## src/rtl/adc_chain_pkg.sv

```systemverilog
package adc_chain_pkg;

    typedef enum logic [2:0] {
        ST_IDLE,
        ST_HOLD,
        ST_STROBE,
        ST_ARM,
        ST_WAIT,
        ST_SHIFT,
        ST_DONE,
        ST_FAULT
    } rd_state_e;

endpackage

```

## src/rtl/adc_chain_timer.sv

```systemverilog
module adc_chain_timer #(
    parameter int TMO_W = 16
) (
    input  logic             clk,
    input  logic             rst_n,
    input  logic             run_i,
    input  logic [TMO_W-1:0] lim_i,
    output logic             expired_o
);
    logic [TMO_W-1:0] cnt_q;

    always_ff @(posedge clk or negedge rst_n) begin
        if (!rst_n) begin
            cnt_q <= '0;
        end else if (!run_i) begin
            cnt_q <= '0;
        end else begin
            cnt_q <= cnt_q + 1'b1;
        end
    end

    assign expired_o = run_i && (cnt_q == lim_i);
endmodule

```

## src/rtl/adc_chain_sclk.sv

```systemverilog
module adc_chain_sclk #(
    parameter int SCLK_HALF = 2,
    parameter int TOTAL     = 48
) (
    input  logic clk,
    input  logic rst_n,
    input  logic en_i,
    output logic sclk_o,
    output logic sample_o,
    output logic last_o
);
    localparam int HW    = (SCLK_HALF > 1) ? $clog2(SCLK_HALF) : 1;
    localparam int BIT_W = $clog2(TOTAL + 1);

    logic [HW-1:0]    half_q;
    logic [BIT_W-1:0] bit_q;
    logic             sclk_q;
    logic             tick;

    assign tick = (half_q == HW'(SCLK_HALF - 1));

    always_ff @(posedge clk or negedge rst_n) begin
        if (!rst_n) begin
            half_q <= '0;
            bit_q  <= '0;
            sclk_q <= 1'b0;
        end else if (!en_i) begin
            half_q <= '0;
            bit_q  <= '0;
            sclk_q <= 1'b0;
        end else if (tick) begin
            half_q <= '0;
            sclk_q <= ~sclk_q;
            if (!sclk_q) begin
                bit_q <= bit_q + 1'b1;
            end
        end else begin
            half_q <= half_q + 1'b1;
        end
    end

    assign sclk_o   = sclk_q;
    assign sample_o = en_i && tick && !sclk_q;
    assign last_o   = en_i && tick && sclk_q && (bit_q == BIT_W'(TOTAL));
endmodule

```

## src/rtl/adc_chain_deser.sv

```systemverilog
module adc_chain_deser #(
    parameter int N_DEV  = 3,
    parameter int WORD_W = 16
) (
    input  logic                      clk,
    input  logic                      rst_n,
    input  logic                      sample_i,
    input  logic                      sdo_i,
    output logic [N_DEV*WORD_W-1:0]   words_o
);
    localparam int TOTAL = N_DEV * WORD_W;

    logic [TOTAL-1:0] sr_q;

    always_ff @(posedge clk or negedge rst_n) begin
        if (!rst_n) begin
            sr_q <= '0;
        end else if (sample_i) begin
            sr_q <= {sr_q[TOTAL-2:0], sdo_i};
        end
    end

    for (genvar gi = 0; gi < N_DEV; gi++) begin : g_word
        assign words_o[gi*WORD_W +: WORD_W] = sr_q[TOTAL-1-gi*WORD_W -: WORD_W];
    end
endmodule

```

## src/rtl/adc_chain_reader.sv

```systemverilog
module adc_chain_reader
    import adc_chain_pkg::*;
#(
    parameter int N_DEV     = 3,
    parameter int WORD_W    = 16,
    parameter int SCLK_HALF = 2,
    parameter int CONV_W    = 4,
    parameter int MIN_ACQ   = 12,
    parameter int TMO_W     = 16
) (
    input  logic                      clk,
    input  logic                      rst_n,
    input  logic                      start_i,
    input  logic [TMO_W-1:0]          timeout_lim_i,
    input  logic                      eoc_n_i,
    input  logic                      sdo_i,
    output logic                      cnvst_n_o,
    output logic                      cs_n_o,
    output logic                      sclk_o,
    output logic [N_DEV*WORD_W-1:0]   data_o,
    output logic                      valid_o,
    output logic                      timeout_o
);
    localparam int TOTAL   = N_DEV * WORD_W;
    localparam int GUARD_W = $clog2(MIN_ACQ + 1);
    localparam int STR_W   = (CONV_W > 1) ? $clog2(CONV_W) : 1;

    rd_state_e          state_q, state_d;
    logic [GUARD_W-1:0] guard_q;
    logic [STR_W-1:0]   str_q;
    logic               guard_zero;
    logic               str_last;
    logic               tmo;
    logic               sample;
    logic               frame_last;
    logic               shifting;
    logic               waiting;

    assign guard_zero = (guard_q == '0);
    assign str_last   = (str_q == STR_W'(CONV_W - 1));
    assign shifting   = (state_q == ST_SHIFT);
    assign waiting    = (state_q == ST_ARM) || (state_q == ST_WAIT);

    adc_chain_timer #(.TMO_W(TMO_W)) u_timer (
        .clk       (clk),
        .rst_n     (rst_n),
        .run_i     (waiting),
        .lim_i     (timeout_lim_i),
        .expired_o (tmo)
    );

    adc_chain_sclk #(.SCLK_HALF(SCLK_HALF), .TOTAL(TOTAL)) u_sclk (
        .clk      (clk),
        .rst_n    (rst_n),
        .en_i     (shifting),
        .sclk_o   (sclk_o),
        .sample_o (sample),
        .last_o   (frame_last)
    );

    adc_chain_deser #(.N_DEV(N_DEV), .WORD_W(WORD_W)) u_deser (
        .clk      (clk),
        .rst_n    (rst_n),
        .sample_i (sample),
        .sdo_i    (sdo_i),
        .words_o  (data_o)
    );

    // next-state logic
    always_comb begin
        state_d = state_q;
        unique case (state_q)
            ST_IDLE:   if (start_i) state_d = guard_zero ? ST_STROBE : ST_HOLD;
            ST_HOLD:   if (guard_zero) state_d = ST_STROBE;
            ST_STROBE: if (str_last) state_d = ST_ARM;
            ST_ARM: begin
                if (eoc_n_i)  state_d = ST_WAIT;
                else if (tmo) state_d = ST_FAULT;
            end
            ST_WAIT: begin
                if (!eoc_n_i) state_d = ST_SHIFT;
                else if (tmo) state_d = ST_FAULT;
            end
            ST_SHIFT:  if (frame_last) state_d = ST_DONE;
            ST_DONE:   state_d = ST_IDLE;
            ST_FAULT:  state_d = ST_IDLE;
            default:   state_d = ST_IDLE;
        endcase
    end

    // state register with strobe-width and acquisition-guard counters
    always_ff @(posedge clk or negedge rst_n) begin
        if (!rst_n) begin
            state_q <= ST_IDLE;
            str_q   <= '0;
            guard_q <= '0;
        end else begin
            state_q <= state_d;
            str_q   <= (state_q == ST_STROBE) ? str_q + 1'b1 : '0;
            if (state_q == ST_WAIT && state_d == ST_SHIFT) begin
                guard_q <= GUARD_W'(MIN_ACQ);
            end else if (!guard_zero) begin
                guard_q <= guard_q - 1'b1;
            end
        end
    end

    // outputs decoded from state
    always_comb begin
        cnvst_n_o = 1'b1;
        cs_n_o    = 1'b1;
        valid_o   = 1'b0;
        timeout_o = 1'b0;
        unique case (state_q)
            ST_STROBE: cnvst_n_o = 1'b0;
            ST_SHIFT:  cs_n_o    = 1'b0;
            ST_DONE:   valid_o   = 1'b1;
            ST_FAULT:  timeout_o = 1'b1;
            default: ;
        endcase
    end
endmodule

```

## config.mk

```make
export PLATFORM = sky130hd
export DESIGN_NAME = adc_chain_reader
export DESIGN_NICKNAME = d
export VERILOG_FILES = /design/src/rtl/adc_chain_pkg.sv /design/src/rtl/adc_chain_timer.sv /design/src/rtl/adc_chain_sclk.sv /design/src/rtl/adc_chain_deser.sv /design/src/rtl/adc_chain_reader.sv
export SDC_FILE = /design/constraint.sdc
export NUM_CORES = 1
export LEC_CHECK = 0
export ABC_AREA = 1
export BUFFER_PORTS_ARGS = -buffer_cell sky130_fd_sc_hd__buf_2
export CORE_MARGIN = 8
export CORE_UTILIZATION = 37
export CTS_CLUSTER_SIZE = 25
export DETAILED_ROUTE_END_ITERATION = 10
export PLACE_DENSITY_LB_ADDON = 0.2
export SLEW_MARGIN = 10
export SYNTH_ARGS = -nofsm -noshare
export SYNTH_HDL_FRONTEND = slang
export SYNTH_HIERARCHICAL = 1
export SYNTH_SLANG_ARGS = --single-unit
```

## constraint.sdc

```tcl
create_clock -name clk -period 2.8 [get_ports clk]
set_input_delay 0 -clock clk [delete_from_list [all_inputs] [get_ports clk]]
set_output_delay 0 -clock clk [all_outputs]
set_load 0.02 [all_outputs]
```

After elaboration in Yosys (flattened, before gate mapping)
Cells that the tools add are included.
- logic and storage cells: 64
- output and inout port bits: 53
- input port bits: 21
- register bits after elaboration: 81
- $add $sub $neg: 5
- multiplexer cells: 24
- bitwise gates (word level): 1
- equal/unequal tests: 14
- reductions and logical operators: 12
- operators by type and width (cell ; number):
    3-bit two-way mux ; 7
    3-bit one-hot mux with 7 select lines ; 1
    6-bit two-way mux ; 3
    16-bit by 1-bit adder with 16-bit output (second input constant) ; 1
    16-bit == test ; 1
    16-bit two-way mux ; 1
    3-bit == test (second input constant) ; 5
    1-bit two-way mux ; 8
    4-bit two-way mux ; 2
    6-bit by 1-bit adder with 6-bit output (second input constant) ; 1
    3-bit by 2-bit == test with 1-bit output (second input constant) ; 2
    6-bit == test (second input constant) ; 1
    1-bit logical AND ; 6
    4-bit zero test ; 1
    2-bit two-way mux ; 2
    2-bit inequality test (second input constant) ; 2
    4-bit by 1-bit subtractor with 4-bit output (second input constant) ; 1
    3-bit by 1-bit == test with 1-bit output (second input constant) ; 1
    3-bit zero test ; 1
    2-bit by 1-bit adder with 2-bit output (second input constant) ; 1
    2-bit == test (second input constant) ; 1
    2-bit by 1-bit inequality test with 1-bit output (second input constant) ; 1
    2-bit AND reduction ; 1
    2-bit OR reduction ; 1
    4 further kinds ; 4

Logic depth before layout (Yosys ltp)
- depth in word-level cells: 9
- mapped depth: 14
- mapped depth without buffers: 13

Hierarchy
The synthesis kept the hierarchy.
- by module, submodules not included (module ; instances ; area an instance (um^2) ; cells an instance ; seq. area each (um^2)):
    adc_chain_deser ; 1 ; 1803.0 ; 203 ; 1201.2
    adc_chain_timer ; 1 ; 1118.6 ; 178 ; 400.4
    adc_chain_reader ; 1 ; 574.3 ; 81 ; 225.2
    adc_chain_sclk ; 1 ; 445.4 ; 52 ; 200.2

Least setup slack after synthesis
No wires, ideal clock.
- path type: register to register
- start point: reg state_q[1]
- end point: reg state_q[1]
- buffers on the path: 0
- period minus slack after synthesis: 1.823 ns
- library setup time: 0.069 ns
- cell stages (with the launch flop): 12
- path slack: 0.977 ns
- arrival time: 1.754 ns
- data required time: 2.731 ns
- cell sequence: dfrtp_1 nand2_1 o21ai_0 inv_1 a21oi_1 nand2_1 nor2_1 nand3_1 nor2_1 o21ai_0 o21a_1 nand3_1
- word-level cells in the longest chain between the ends: 6
- elaborated cells between the ends (all ways): 22
- those cells by class: 7 x eq/ne; 8 x mux; 7 x reduce/logical
- ends and longest elaborated chain (what ; line ; source):
    from (decl) ; adc_chain_reader.sv:28 ; rd_state_e state_q, state_d;
    from (signal assigned) ; adc_chain_reader.sv:98 ; state_q <= state_d;
    3-bit by 2-bit == test with 1-bit output / 3-bit == test (equally long branches) ; adc_chain_reader.sv:42 ; assign waiting = (state_q == ST_ARM) || (state_q == ST_WAIT);
    1-bit logical OR (*) ; adc_chain_reader.sv:42 ;
    named net waiting ; adc_chain_reader.sv:37 ; logic waiting;
    1-bit logical AND (*) ; adc_chain_timer.sv:22 ; assign expired_o = run_i && (cnt_q == lim_i);
    named net tmo ; adc_chain_reader.sv:33 ; logic tmo;
    3-bit two-way mux (*) ; adc_chain_reader.sv:78, adc_chain_reader.sv:82 ;
    3-bit two-way mux (on tied branches) ; adc_chain_reader.sv:81, adc_chain_reader.sv:77 ;
    3-bit one-hot mux with 7 select lines (*) ; adc_chain_reader.sv:72 ; unique case (state_q)
    named net state_d[1] ; adc_chain_reader.sv:28 ;
The timed path passes the listed nets; every way through them passes the cells marked *.
A chain may end at the register's enable or synchronous reset.

Worst setup path in the final report
Ends and elaborated chain as after synthesis.

==> summary.txt <==
Run status
  • Status: completed

Timing
  • RSZ-0062 raised after global routing: false
  • Part of the cycle the worst path needs: 0.7587
  • Rel. slew slack: 0.3133
  • Slew at the pin closest to its max-slew limit: a little over 1000 ps
  • Final max-slew violation count: 0
  • Hold slack: 268.6 ps
  • Setup Skew: ~13 ps
  • Final min period: around 2100 ps
  • Fin. Hold Viols: 0
  • FMAX: between 400 and 500 MHz
  • Final-report setup violation count: 0
  • Setup TNS: 0 ps

Routing
  • Initial DRC count: between 150 and 200
  • Routed vias: around 3,300
  • Final antenna-violating net count: 0
  • Post-Route WL: ~8700 microns
  • Vias per inst: about 4.5
  • Met3 WL: 601 microns
  • Pre-antenna DRT Iters: 4
  • DRC viols: 0
  • Top layer in use: met4
  • Drt wl/cell: 11.89 microns
  • Metal2 WL: between 3000 and 4000 microns
  • Met1 WL: 4197 microns

Synth
  • Number of synthesized flops with an enable pin: 0
  • Ys flop type: dfrtp_1
  • Yosys reg bits: between 80 and 90
  • Yosys synthesis warning count: 6
  • Post-synthesis sequential area ratio: 0.5143
  • Mux share of post-synthesis cell area: 0
  • Synth area leaders: dfrtp_1 51%, nand2_1 22%, inv_1 4.9%
  • Post-synthesis xor/xnor area fraction: 0.01111
  • Compound-Gate Fraction of Synth Area: 0.05429
  • Syn_nets: between 500 and 600
  • Post-Syn Area: between 3000 and 4000 sq um
  • Simple logic cell fraction of the synthesized area: 0.3267
  • Syn Inst Count: about 510
  • Most frequent cells after synthesis: 226 x nand2_1, 81 x dfrtp_1, 51 x inv_1
  • Cell taking the most area after synthesis: dfrtp_1
  • Fraction of registers with async set/reset: 1.000
  • Count leader, synth: nand2_1
  • Largest family of logic cells by synthesized area: simple AND/OR/NAND/NOR gates
  • Share of the synthesized area in the top cell type: 0.5143
  • Count of different cell masters after synthesis: 26
  • Adder-cell area share of the yosys netlist: 0.01587
  • Mean Syn Cell Area: approximately 7.7 sq um

Clock tree
  • Post-CTS setup buffers: 0
  • CTS clk-pin slew, worst paths: ~80 ps
  • Root Buffer: clkbuf_8
  • Post-cts resize count: 0
  • Sink Count: 81
  • H-tree depth: 3
  • Longest Clk Path Bufs: 2
  • Clk_lat worst skew: 350 ps
  • Inserted Clock Buffers: 9
  • TritonCTS clock tree: yes
  • Post-CTS Hold Buffers: 4

Pwr
  • Internal: approximately 0.0019 W
  • P_leak: ~2.6 nW
  • Sw Share: 0.3282
  • Total Power: about 0.0028 W
  • Psw: a little over 0.0009 W
  • Combinational Power Share: 0.213
  • Seq pwr share: 0.477
  • Power density over the cells: 605.8 nW/um^2
  • Clock power share: 0.310
  • Worst vdd ir: approximately 0.25 mV

Final layout
  • Register area: slightly above 2000 sq um
  • Fillers: 1,044
  • Layout overhead on the synthesized area: 18.06%
  • Share of cells above drive strength 1: 0.2064
  • Multi-input logic area: 1608 sq um
  • Post-route design area: 4653 sq um
  • Ant. Diodes: 0
  • Final net count: roughly 620
  • Post-Layout Cell Count: about 730

Critical path
  • Startpoint Class: register
  • CP Capture Type: register
  • Crit path kind: register to register
  • Critical path arrival: 2410 ps
  • CP required: 3080 ps
  • Crit-path max FO: 16

Die
  • Die ar.: roughly 14,000 sq um
  • # IOs: 74
  • Starting Density: 0.3818
  • Die height: ~120 microns
  • Core area: just over 10,000 sq um
  • Rows: 37
  • Die X: roughly 120 microns

Place
  • DP Wirelength: approximately 6000 microns
  • RD Place Congestion: between 0.7 and 0.8
  • Cell total after placement: slightly above 700
  • # port buffers: 73
  • Placed Area: ~4400 sq um

Run
  • # Max-Cap Violations: 0

Global routing
  • Pin count of the biggest net entering global routing: 82
  • Grt ovf: 0
  • First-pass GRT wire length: between 15,000 and 20,000 microns
  • Global Route Usage Sum: 0.1301
  • Vias in the first global route: between 3,000 and 4,000
  • Initial antenna violation count: 0

Min path
  • Worst hold path class: input pin to register
-- through the flow --
stage            util  setup WS [ps]
2_1_floorplan       -          977.0
3_3_place_gp   0.4272          840.2
3_5_place_dp   0.4272          684.4
4_1_cts        0.4507          669.5
5_1_grt        0.4507          381.9
6_report       0.4507          675.7
-- worst paths after layout --
path | startpoint | end | slack (ps) | cells after the start
worst max-delay path | state_q[1] | state_q[1] | 680 | 13
max in group asynchronous | rst_n | str_q[0] | 1760 | 2
worst min register to register | str_q[0] | str_q[0] | 440 | 1
worst max register to register | state_q[1] | state_q[1] | 680 | 13
worst min-delay path | timeout_lim_i[1] | state_q[2] | 270 | 8
min in group asynchronous | rst_n | u_timer/cnt_q[8] | 350 | 2
-- kinds of logic (layout without fill, tap and decap cells) --
kind of cell,Yosys count,after routing
AO/OA/AOI/OAI,38,38
XOR/XNOR,5,5
flip-flops,81,81
AND/OR/NAND/NOR,313,313
buffers and inverters,72,154
adder cells (fa/ha/maj),5,5
-- power by group through the flow --
stage / registers (W) / clock network [W] / logic [W]
floorplan: 0.00134 / 0 / 0.000488
global placement: 0.00136 / 0 / 0.000586
detailed placement: 0.00137 / 0 / 0.000605
CTS: 0.00134 / 0.000911 / 0.000610
global route: 0.00136 / 0.000944 / 0.000699
finish: 0.00134 / 0.000875 / 0.000601
-- registers in the layout, indices dropped and copies added (netlist names) --
signal         cells
u_deser/sr_q      48
u_sclk/sclk_o      1
u_sclk/bit_q       6
u_sclk/half_q      1
u_timer/cnt_q     16
state_q            3
guard_q            4
str_q              2
-- cell type report --
type,count,share of cell area
clock buffer,10,0.02958
clock inverter,6,0.01398
inverter,59,0.04786
multi-input combinational,361,0.3455
sequential,81,0.4356
tap,136,0.03657
timing repair buffer,79,0.09088
-- per-layer routing --
layer	track usage	up-vias
met3	0.04346	13
met1	0.1713	1481
li1	-	1722
met4	0.04980	0
met5	0	-
met2	0.1935	76
-- placed cells by master (no fill, tap or decap), drive strengths merged --
master       count
a21oi           10
nand2          234
o21ai           24
dfrtp           81
clkbuf          10
nand3           20
buf             75
o22ai            1
ha               5
bufinv           1
inv             59
dlygate4sd3      4
nor3             4
nor2            51
o211ai           1
xnor2            4
o21a             2
clkinvlp         1
nand4            4
xor2             1
clkinv           4
-- critical path, cell delays in order (launching register included) --
cell	delay [ps]
dfrtp_1	460
nor2_1	230
nand2_1	120
o21ai_0	90
buf_4	220
inv_1	70
a21oi_1	120
nand2_1	60
nor2_1	110
nand3_1	80
nor2_1	150
o21ai_0	90
o21a_1	170
nand3_1	70
Note: power is estimated with default switching activity, not from simulation.
